`config.mk`:
```
export PLATFORM = sky130hd
export DESIGN_NAME = pm_event_ctrl
export DESIGN_NICKNAME = d
export VERILOG_FILES = /design/src/rtl/pm_event_pkg.sv /design/src/rtl/pm_window_decode.sv /design/src/rtl/pm_timer.sv /design/src/rtl/pm_event_regs.sv /design/src/rtl/pm_event_ctrl.sv
export SDC_FILE = /design/constraint.sdc
export NUM_CORES = 1
export LEC_CHECK = 0
export ABC_AREA = 1
export CAP_MARGIN = 20
export CORE_MARGIN = 5
export CORE_UTILIZATION = 50
export DETAILED_ROUTE_END_ITERATION = 8
export GPL_TIMING_DRIVEN = 0
export PLACE_DENSITY = 0.8
export SLEW_MARGIN = 0
export SYNTH_ARGS = -nofsm -noshare
export SYNTH_HDL_FRONTEND = slang
export SYNTH_SLANG_ARGS = --single-unit
```
`constraint.sdc`:
```
create_clock -name clk -period 2.08 [get_ports clk]
set_input_delay 0.416 -clock clk [delete_from_list [all_inputs] [get_ports clk]]
set_output_delay 0.416 -clock clk [all_outputs]
set_load 0.01 [all_outputs]
```
`src/rtl/pm_event_pkg.sv`:
```
// Package: shared constants of the power-management event controller.
// Assumes a 64-byte window and 16-bit event registers.
package pm_event_pkg;
    localparam int WIN_BITS  = 6;
    localparam int REG_W     = 16;

    // Status/enable bit positions of the interrupt sources
    localparam int BIT_TMR   = 0;
    localparam int BIT_GLK   = 5;
    localparam int BIT_PWR   = 8;
    localparam int BIT_RTC   = 10;

    localparam logic [REG_W-1:0] SRC_MASK =
        REG_W'((1 << BIT_TMR) | (1 << BIT_GLK) | (1 << BIT_PWR) | (1 << BIT_RTC));

    // Window offsets (low byte of each register)
    localparam logic [WIN_BITS-1:0] OFS_STS = 6'h00;
    localparam logic [WIN_BITS-1:0] OFS_EN  = 6'h02;
    localparam logic [WIN_BITS-1:0] OFS_CTL = 6'h04;
    localparam logic [WIN_BITS-1:0] OFS_TMR = 6'h08;

    // External event inputs: count and their status positions
    localparam int NUM_EV = 3;
    typedef enum logic [1:0] { EV_PWR = 2'd0, EV_RTC = 2'd1, EV_GLK = 2'd2 } ev_idx_e;

    function automatic int ev_bit(input int idx);
        case (idx)
            0:       return BIT_PWR;
            1:       return BIT_RTC;
            default: return BIT_GLK;
        endcase
    endfunction
endpackage

```
`src/rtl/pm_window_decode.sv`:
```
// Module: pm_window_decode
// Decides whether an I/O byte address falls in the power-management window
// and yields the offset inside it. Base alignment comes from WIN_BITS; the
// window is decoded only while bit 0 of the enable byte is set.
module pm_window_decode
    import pm_event_pkg::*;
#(
    parameter int ADDR_W = 16
) (
    input  logic [31:0]         cfg_base,
    input  logic [7:0]          cfg_enable,
    input  logic [ADDR_W-1:0]   addr,
    output logic                hit,
    output logic [WIN_BITS-1:0] offset
);
    localparam logic [31:0]       BASE_MASK = 32'((1 << ADDR_W) - (1 << WIN_BITS));
    localparam logic [ADDR_W-1:0] ADDR_MASK = ADDR_W'(BASE_MASK);

    logic [31:0] base_aligned;
    logic        dec_on;

    // Compare the aligned address with the aligned base when decoding is on
    always_comb begin
        base_aligned = cfg_base & BASE_MASK;
        dec_on       = (cfg_enable & 8'h01) != 8'h00;
        hit          = dec_on && (32'(addr & ADDR_MASK) == base_aligned);
        offset       = addr[WIN_BITS-1:0];
    end
endmodule

```
`src/rtl/pm_timer.sv`:
```
// Module: pm_timer
// Free-running TMR_W-bit up-counter advanced by a tick enable. Emits a
// one-cycle overflow pulse whenever its top bit changes value.
// Assumes 2 <= TMR_W <= 32.
module pm_timer #(
    parameter int TMR_W = 24
) (
    input  logic             clk,
    input  logic             rst_n,
    input  logic             tick,
    output logic [TMR_W-1:0] count,
    output logic             overflow
);
    logic [TMR_W-1:0] count_nx;

    // Next count and top-bit change detection
    always_comb begin
        count_nx = count + 1'b1;
        overflow = tick && (count[TMR_W-1] != count_nx[TMR_W-1]);
    end

    // Count register
    always_ff @(posedge clk) begin
        if (!rst_n)    count <= '0;
        else if (tick) count <= count_nx;
    end


    tick_adv_chk: assert property (@(posedge clk) disable iff (!rst_n)
        tick |=> (count == $past(count) + 1'b1));


    hold_chk: assert property (@(posedge clk) disable iff (!rst_n)
        !tick |=> $stable(count));
endmodule

```
`src/rtl/pm_event_regs.sv`:
```
// Module: pm_event_regs
// Holds the status (write-one-to-clear), enable and control registers,
// latches rising edges of the event inputs and the armed timer overflow,
// and drives the SCI level. Assumes event inputs are synchronous to clk.
module pm_event_regs
    import pm_event_pkg::*;
(
    input  logic                clk,
    input  logic                rst_n,
    input  logic                wr_en,
    input  logic [WIN_BITS-1:0] offset,
    input  logic [7:0]          wdata,
    input  logic                tmr_ovf,
    input  logic [NUM_EV-1:0]   ev_in,
    output logic [REG_W-1:0]    sts,
    output logic [REG_W-1:0]    en,
    output logic [REG_W-1:0]    ctl,
    output logic                sci
);
    logic [NUM_EV-1:0] ev_q;
    logic [NUM_EV-1:0] ev_rise;
    logic [REG_W-1:0]  set_vec;
    logic [REG_W-1:0]  clr_vec;
    logic [REG_W-1:0]  ev_set;
    logic [REG_W-1:0]  sts_nx;

    // Previous event levels for edge detection
    always_ff @(posedge clk) begin
        if (!rst_n) ev_q <= '0;
        else        ev_q <= ev_in;
    end

    assign ev_rise = ev_in & ~ev_q;

    // Map each event edge onto its status bit
    generate
        for (genvar g = 0; g < NUM_EV; g++) begin : g_ev
            localparam int POS = ev_bit(g);
            assign ev_set[POS] = ev_rise[g];
        end
        for (genvar b = 0; b < REG_W; b++) begin : g_fill
            if (b != BIT_PWR && b != BIT_RTC && b != BIT_GLK) begin : g_zero
                assign ev_set[b] = 1'b0;
            end
        end
    endgenerate

    // Set vector: event edges plus the armed timer overflow
    always_comb begin
        set_vec = ev_set;
        if (tmr_ovf && en[BIT_TMR]) set_vec[BIT_TMR] = 1'b1;
    end

    // Clear vector from a write-one-to-clear byte access
    always_comb begin
        clr_vec = '0;
        if (wr_en && offset == OFS_STS)          clr_vec[7:0]  = wdata;
        if (wr_en && offset == OFS_STS + 6'd1)   clr_vec[15:8] = wdata;
        sts_nx = ((sts & ~clr_vec) | set_vec) & SRC_MASK;
    end

    // Status register
    always_ff @(posedge clk) begin
        if (!rst_n) sts <= '0;
        else        sts <= sts_nx;
    end

    // Byte-lane writes for enable and control
    generate
        for (genvar ln = 0; ln < REG_W / 8; ln++) begin : g_lane
            always_ff @(posedge clk) begin
                if (!rst_n) begin
                    en[8*ln +: 8]  <= '0;
                    ctl[8*ln +: 8] <= '0;
                end else if (wr_en) begin
                    if (offset == OFS_EN + 6'(ln))  en[8*ln +: 8]  <= wdata;
                    if (offset == OFS_CTL + 6'(ln)) ctl[8*ln +: 8] <= wdata;
                end
            end
        end
    endgenerate

    // Interrupt level from enabled latched sources
    assign sci = |(sts & en & SRC_MASK);


    pwr_edge_chk: assert property (@(posedge clk) disable iff (!rst_n)
        (ev_in[EV_PWR] && !ev_q[EV_PWR]) |=> sts[BIT_PWR]);


    rtc_edge_chk: assert property (@(posedge clk) disable iff (!rst_n)
        (ev_in[EV_RTC] && !ev_q[EV_RTC]) |=> sts[BIT_RTC]);


    w1c_tmr_chk: assert property (@(posedge clk) disable iff (!rst_n)
        (wr_en && offset == OFS_STS && wdata[BIT_TMR] && !(tmr_ovf && en[BIT_TMR]))
            |=> !sts[BIT_TMR]);


    en_wr_chk: assert property (@(posedge clk) disable iff (!rst_n)
        (wr_en && offset == OFS_EN) |=> (en[7:0] == $past(wdata)));


    disarm_chk: assert property (@(posedge clk) disable iff (!rst_n)
        (!sts[BIT_TMR] && !en[BIT_TMR]) |=> !sts[BIT_TMR]);
endmodule

```
`src/rtl/pm_event_ctrl.sv`:
```
// Module: pm_event_ctrl (top)
// Power-management event controller: decodes the 64-byte I/O window,
// hosts the event registers and timer, and returns byte read data.
// Assumes one byte access per cycle; read data is combinational.
module pm_event_ctrl
    import pm_event_pkg::*;
#(
    parameter int ADDR_W = 16,
    parameter int TMR_W  = 24
) (
    input  logic              clk,
    input  logic              rst_n,
    input  logic [31:0]       cfg_base,
    input  logic [7:0]        cfg_enable,
    input  logic [ADDR_W-1:0] io_addr,
    input  logic              io_wr,
    input  logic              io_rd,
    input  logic [7:0]        io_wdata,
    output logic [7:0]        io_rdata,
    output logic              io_claim,
    input  logic              tick,
    input  logic              ev_pwrbtn,
    input  logic              ev_rtc,
    input  logic              ev_glock,
    output logic              sci
);
    localparam int TMR_RD_W = 32;

    logic                hit;
    logic [WIN_BITS-1:0] offset;
    logic [TMR_W-1:0]    tmr_count;
    logic                tmr_ovf;
    logic [REG_W-1:0]    sts;
    logic [REG_W-1:0]    en;
    logic [REG_W-1:0]    ctl;
    logic [NUM_EV-1:0]   ev_in;
    logic [TMR_RD_W-1:0] tmr_rd;

    pm_window_decode #(.ADDR_W(ADDR_W)) u_dec (
        .cfg_base   (cfg_base),
        .cfg_enable (cfg_enable),
        .addr       (io_addr),
        .hit        (hit),
        .offset     (offset)
    );

    pm_timer #(.TMR_W(TMR_W)) u_tmr (
        .clk      (clk),
        .rst_n    (rst_n),
        .tick     (tick),
        .count    (tmr_count),
        .overflow (tmr_ovf)
    );

    // Gather event inputs in package index order
    always_comb begin
        ev_in         = '0;
        ev_in[EV_PWR] = ev_pwrbtn;
        ev_in[EV_RTC] = ev_rtc;
        ev_in[EV_GLK] = ev_glock;
    end

    pm_event_regs u_regs (
        .clk     (clk),
        .rst_n   (rst_n),
        .wr_en   (hit && io_wr),
        .offset  (offset),
        .wdata   (io_wdata),
        .tmr_ovf (tmr_ovf),
        .ev_in   (ev_in),
        .sts     (sts),
        .en      (en),
        .ctl     (ctl),
        .sci     (sci)
    );

    // Claim any strobed access inside the decoded window
    assign io_claim = hit && (io_rd || io_wr);
    assign tmr_rd   = TMR_RD_W'(tmr_count);

    // Byte read multiplexer
    always_comb begin
        io_rdata = 8'h00;
        if (hit) begin
            unique case (offset)
                OFS_STS:         io_rdata = sts[7:0];
                OFS_STS + 6'd1:  io_rdata = sts[15:8];
                OFS_EN:          io_rdata = en[7:0];
                OFS_EN + 6'd1:   io_rdata = en[15:8];
                OFS_CTL:         io_rdata = ctl[7:0];
                OFS_CTL + 6'd1:  io_rdata = ctl[15:8];
                OFS_TMR:         io_rdata = tmr_rd[7:0];
                OFS_TMR + 6'd1:  io_rdata = tmr_rd[15:8];
                OFS_TMR + 6'd2:  io_rdata = tmr_rd[23:16];
                OFS_TMR + 6'd3:  io_rdata = tmr_rd[31:24];
                default:         io_rdata = 8'h00;
            endcase
        end
    end


    claim_en_chk: assert property (@(posedge clk) disable iff (!rst_n)
        io_claim |-> cfg_enable[0]);


    claim_base_chk: assert property (@(posedge clk) disable iff (!rst_n)
        io_claim |-> (32'(io_addr & 16'hFFC0) == (cfg_base & 32'h0000FFC0)));


    unclaimed_zero_chk: assert property (@(posedge clk) disable iff (!rst_n)
        (io_rd && !io_claim) |-> (io_rdata == 8'h00));
endmodule

```
==> flow_summary.json, run 1 <==
{
  "violations": "negative setup slack",
  "worst_r2r_path_depth": 8,
  "first_pass_iters": 5,
  "synth_compound_area_share_pct": 16.7,
  "synth_edf_count": 0,
  "ys_warn_count": 0,
  "placed_cells_incl_taps": 641,
  "fmax_ghz": 0.427,
  "relSlewSlack_pct": 59.6,
  "start_util_pct": 51.2,
  "synth_xor_xnor_area_share_pct": 1.26,
  "sequentialPowerShare_pct": 43.9,
  "switchingPower_mw": 0.730,
  "r2r-end": "u_tmr.count[20]",
  "max-cap-violations": 0,
  "cts_buffer_depth": 2,
  "final.setup.tns_ns": -1.87,
  "netlist_instances": 509,
  "drive_above_1_share_pct": 35.6,
  "fin_ws_ns": -0.263,
  "die_x_um": 93.2,
  "hold_buffers": 0,
  "reg2reg_from": "u_tmr.count[1]",
  "intPower_mw": 2.06,
  "yosysTopAreaCell": "dfxtp_1",
  "synth_area_leaders": "dfxtp_1 (36%), nor2_1 (11%), nand2_1 (8.9%)",
  "pwr-share-clk_pct": 41.4,
  "cts_buffers": 9,
  "grt_antenna_before_repair": 0,
  "cts_tree": "done",
  "finalWeightedCongestion": 1.00,
  "synth_top_family_by_area": "simple AND/OR/NAND/NOR gates",
  "syn-num-nets": 582,
  "core_area_sq_um": 6760,
  "crit_path_start_kind": "primary input",
  "worstPathMaxFanout": 8,
  "drt-met1-wl_um": 5060,
  "finalSetupViolations": 9,
  "met3WireLength_um": 1140,
  "hold_path_end": "u_regs.sts[5]",
  "holdPathStages": 1,
  "drtIter0Drc": 519,
  "swShare_pct": 26.1,
  "ys.flop_type": "dfxtp_1",
  "synth_simple_gate_area_share_pct": 36.3,
  "finalWirelength_um": 13100,
  "layout_common_cells": "nor2_1 (88), dfxtp_1 (63), buf_4 (56)",
  "leakage_nw": 2.23,
  "post_drt_wl_per_cell_um": 17.9,
  "cts-root-buf": "clkbuf_8",
  "synthDistinctLibCells": 40,
  "vias": 4216,
  "critical_path_required_ns": 1.66,
  "grt_setup_unrepaired": "true",
  "wl_met2_um": 6220,
  "synth_top_area_share_pct": 36.4,
  "port_buffers": 52,
  "final_common_cell": "nor2_1",
  "async_flop_share_pct": 0,
  "hold_viol_final": 0,
  "n_fill_cell": 449,
  "synth_seq_cells": 63,
  "clk_pin_slew_worst_paths_ns": 0.07,
  "die_y_um": 93.2,
  "nets": 716,
  "clock_skew_ns": 0.00922,
  "syn_area_sq_um": 3460,
  "synthMuxAreaShare_pct": 0,
  "yosysSeqAreaShare_pct": 36.4,
  "synth_fa_ha_area_share_pct": 0.361,
  "grt_pass1_vias": 4146,
  "p_per_area_nw_per_um2": 535,
  "grt_usage_pct": 30.1,
  "areaGrowthSynthToFinish_pct": 51.0,
  "period_needed_ns": 2.34,
  "drtAntennaViolNets": 0,
  "peakVddDrop_mv": 0.449,
  "arrival_ns": 1.93,
  "grt_max_degree": 12,
  "drv_slew": 0,
  "io_pins": 82,
  "drc": 0,
  "cts.sinks": 63,
  "top_layer": "met4",
  "viasPerCell": 5.79,
  "status": "complete, but fails checks",
  "min_path_type": "reg2reg",
  "timing.final.crit_share_pct": 113,
  "h-tree-depth": 3,
  "power.share.combinational_pct": 14.7,
  "endpoint_kind": "primary output",
  "dieArea_sq_um": 8690,
  "path_class": "in2out",
  "clk_latency_ns": 0.35,
  "diodes": 0,
  "rows": 30,
  "min_from": "u_regs.ev_q[2]",
  "syn_area_per_cell_sq_um": 6.80,
  "final_cells": 728,
  "grt_overflow": 0,
  "r2r_slack_ns": 0.32,
  "p_total_mw": 2.79,
  "worst_slew_pin_slew_ns": 0.607,
  "dp_hpwl_um": 7320,
  "grt_pass1_wl_um": 20400
}
timing repair:
| item | in CTS | in global routing |
|---|---|---|
| pin swaps | 46 | 43 |
| buffers inserted | 79 | 4 |
| cloned | 1 | 0 |
| resized for setup | 187 | 100 |
| hold endpoints to repair | 0 | 0 |
| setup endpoints to repair | 9 | 47 |
worst max path at each step:
stage	startpoint	end	slack, ns	cells after the start
after floorplan	cfg_base[12]	io_rdata[1]	0.17	6
after global placement	io_addr[0]	io_rdata[5]	-1.02	10
after detailed placement	io_addr[0]	io_rdata[5]	-1.03	10
after global routing	cfg_base[13]	io_rdata[3]	-0.40	10
final	io_addr[12]	io_rdata[5]	-0.26	10
after CTS	io_addr[8]	io_rdata[6]	-0.12	11
per-stage QoR:
step / cell area [sq um] / hold slack (ns) / worst slack (ns) / util, %
3_5_place_dp: 4080 / 0.407 / -1.03 / 60.4
6_report: 5230 / 0.426 / -0.263 / 77.4
4_1_cts: 5050 / 0.415 / -0.123 / 74.7
2_1_floorplan: 3460 / 0.399 / 0.171 / -
5_1_grt: 5230 / 0.453 / -0.403 / 77.4
3_3_place_gp: 4080 / 0.405 / -1.02 / 60.4
cell families (layout without fill, tap and decap cells):
| family | after synthesis | in the layout |
|---|---|---|
| adders and majority gates | 1 | 1 |
| DFF | 63 | 63 |
| AOI/OAI and AO/OA | 104 | 104 |
| buffers and inverters | 81 | 219 |
| xor gates and xnor gates | 5 | 5 |
| and+or+nand+nor | 255 | 256 |
worst max-delay path: stages:
cell,delay [ns]
buf_2,0.15
nand2_2,0.09
inv_2,0.07
o21ai_1,0.08
or2_4,0.28
nor2_8,0.13
buf_6,0.12
nand3_4,0.18
a31oi_4,0.23
buf_2,0.16
registers in the layout, summed over array words and instances (netlist names):
register	count
u_regs.ev_q	3
u_tmr.count	24
u_regs.ctl	16
u_regs.en	16
u_regs.sts	4
Yosys cell counts (all sizes together), types with 2 or more instances:
cell type	count
o22ai	7
nor4	4
inv	73
dfxtp	63
o21ai	52
nand3	25
a21oi	25
nand2	82
a31oi	5
nor3	13
clkbuf	5
nand4	13
a22oi	7
nor2	114
clkinv	2
or2	2
o21a	2
xor2	5
area by class of cell:
class	count	area, sq um	share of cell area, %
Sequential cell	63	1260	24.1
Clock inverter	4	51.3	0.981
Timing Repair Buffer	122	1050	20.0
Clock buffer	12	165	3.16
Inverter	75	307	5.86
Buffer	6	23.8	0.455
Tap cell	80	100	1.91
Multi-Input combinational cell	366	2270	43.5
routing by layer:
metal,track usage (%),vias to the layer above
li1,-,1944
met1,37.2,1930
met2,49.1,276
met3,6.11,66
met4,16.4,0
met5,0,-
power groups by stage:
| stage | registers, mW | clock network (mW) | logic (mW) |
|---|---|---|---|
| 6_report | 1.23 | 1.16 | 0.410 |
| 2_1_floorplan | 1.25 | 0 | 0.0998 |
| 5_1_grt | 1.23 | 1.21 | 0.438 |
| 3_5_place_dp | 1.25 | 0 | 0.229 |
| 4_1_cts | 1.23 | 1.15 | 0.341 |
| 3_3_place_gp | 1.25 | 0 | 0.224 |
No activity file was read; power rests on OpenSTA's default activity.
==> run 2, diff against run 1 <==
--- a/config.mk
+++ b/config.mk
@@ -8,10 +8,10 @@
 export ABC_AREA = 1
 export CAP_MARGIN = 20
 export CORE_MARGIN = 5
-export CORE_UTILIZATION = 50
+export CORE_UTILIZATION = 45
 export DETAILED_ROUTE_END_ITERATION = 8
 export GPL_TIMING_DRIVEN = 0
-export PLACE_DENSITY = 0.8
+export PLACE_DENSITY = 0.73
 export SLEW_MARGIN = 0
 export SYNTH_ARGS = -nofsm -noshare
 export SYNTH_HDL_FRONTEND = slang
==> flow_summary.json, run 2 (same netlist as run 1, synthesis figures left out) <==
{
  "p_total_mw": 2.57,
  "grt_pass1_wl_um": 18500,
  "areaGrowthSynthToFinish_pct": 51.8,
  "peakVddDrop_mv": 0.397,
  "fmax_ghz": 0.461,
  "seq_area_sq_um": 1260,
  "grt_max_degree": 11,
  "n_fill_cell": 568,
  "finalWeightedCongestion": 0.934,
  "cts_buffer_depth": 2,
  "relSlewSlack_pct": 61.1,
  "viasPerCell": 5.52,
  "worstPathMaxFanout": 6,
  "post_drt_wl_per_cell_um": 16.1,
  "clock_skew_ns": 0.00626,
  "layout_common_cells": "nor2_1 (86), dfxtp_1 (63), buf_4 (58)",
  "drive_above_1_share_pct": 36.8,
  "switchingPower_mw": 0.685,
  "final_common_cell": "nor2_1",
  "power.share.combinational_pct": 14.6,
  "timing.final.crit_share_pct": 104,
  "start_util_pct": 45.5,
  "core_area_sq_um": 7610,
  "nets": 716,
  "die_y_um": 97.7,
  "clk_pin_slew_worst_paths_ns": 0.07,
  "rows": 32,
  "status": "complete, but fails checks",
  "pwr-share-clk_pct": 37.5,
  "vias": 4134,
  "preCtsSetupSlack_ns": -1.05,
  "drv_slew": 0,
  "violations": "negative setup slack",
  "finalSetupViolations": 10,
  "dp_hpwl_um": 7570,
  "port_buffers": 52,
  "placed_cells_incl_taps": 663,
  "cts.sinks": 63,
  "sequentialPowerShare_pct": 47.9,
  "grt_antenna_before_repair": 0,
  "die_x_um": 97.7,
  "intPower_mw": 1.89,
  "multiInputGateArea_sq_um": 2300,
  "diodes": 0,
  "drtIter0Drc": 411,
  "p_per_area_nw_per_um2": 489,
  "hold_ws_ns": 0.415,
  "drc": 0,
  "io_pins": 82,
  "largest_reg_flops": 24,
  "path_class": "in2out",
  "grt_setup_unrepaired": "true",
  "swShare_pct": 26.6,
  "hold_viol_final": 0,
  "period_needed_ns": 2.17,
  "grt_overflow": 0,
  "dieArea_sq_um": 9550,
  "final_util_pct": 69.1,
  "worst_slew_pin_slew_ns": 0.584,
  "cts_tree": "done",
  "first_pass_iters": 6,
  "final_cells": 749,
  "crit_path_start_kind": "primary input",
  "finalWirelength_um": 12100,
  "top_regs": "u_tmr.count (24), u_regs.ctl (16), u_regs.en (16)",
  "leakage_nw": 2.24,
  "fin_ws_ns": -0.0892,
  "clk_latency_ns": 0.34,
  "endpoint_kind": "primary output",
  "cts_buffers": 9,
  "max-cap-violations": 0,
  "min_path_type": "reg2reg",
  "grt_pass1_vias": 3948,
  "drtAntennaViolNets": 0,
  "critical_path_required_ns": 1.66,
  "grt_usage_pct": 24.0,
  "regMostFlops": "u_tmr.count",
  "arrival_ns": 1.75,
  "h-tree-depth": 3,
  "cts-root-buf": "clkbuf_8"
}
[run 2: cell type report]
cell class | instances | share of cell area [%]
Timing Repair inverter | 1 | 0.0952
Multi-Input combinational cell | 365 | 43.9
Sequential cell | 63 | 24.0
Buffer | 6 | 0.452
Clock buffer | 12 | 2.95
Clock inverter | 3 | 0.357
Inverter | 75 | 5.64
Tap cell | 102 | 2.43
Timing Repair Buffer | 122 | 20.2
[run 2: repair_timing]
| item | in CTS | in global routing |
|---|---|---|
| cloned | 1 | 0 |
| buffers inserted | 66 | 9 |
| endpoints found under the setup margin | 9 | 45 |
| pin swaps | 37 | 38 |
| hold endpoints to repair | 0 | 0 |
| resized for setup | 190 | 93 |
| hold buffers | 0 | 0 |
[run 2: routing by layer]
metal	up-vias	GRT usage (%)	part of all wire [%]
li1	1943	-	-
met3	55	6.39	7.6
met2	232	39.4	48
met5	-	0	0
met1	1904	29.7	41
met4	0	10.4	3.4
[run 2: power groups by stage]
stage,registers [mW],clock network (mW),logic (mW)
after floorplan,1.25,0,0.0998
after global placement,1.26,0,0.226
after detailed placement,1.26,0,0.229
after CTS,1.23,0.974,0.319
after global routing,1.23,1.04,0.399
final,1.23,0.965,0.376
[run 2: worst paths after layout]
| check | from | endpoint | slack, ns | cells after the start |
|---|---|---|---|---|
| worst min register to register | u_regs.ev_q[1] | u_regs.sts[10] | 0.41 | 1 |
| worst max-delay path | io_addr[5] | io_rdata[3] | -0.09 | 10 |
| worst max register to register | u_tmr.count[1] | u_tmr.count[18] | 0.35 | 8 |
| worst min-delay path | u_regs.ev_q[1] | u_regs.sts[10] | 0.41 | 1 |
[run 2: per-stage QoR]
step | TNS, ns | area [sq um]
after CTS | -0.435 | 4960
after detailed placement | -12.55 | 4110
after global placement | -11.00 | 4110
final | -0.591 | 5260
after floorplan | 0 | 3460
after global routing | -2.02 | 5260
[run 2: worst max-delay path, cell delays in order]
cell	delay (ns)
buf_6	0.09
nor2_4	0.15
inv_2	0.06
nor2_4	0.21
nand2_4	0.11
buf_4	0.16
o22ai_2	0.13
a21oi_1	0.11
a31oi_4	0.15
buf_2	0.15
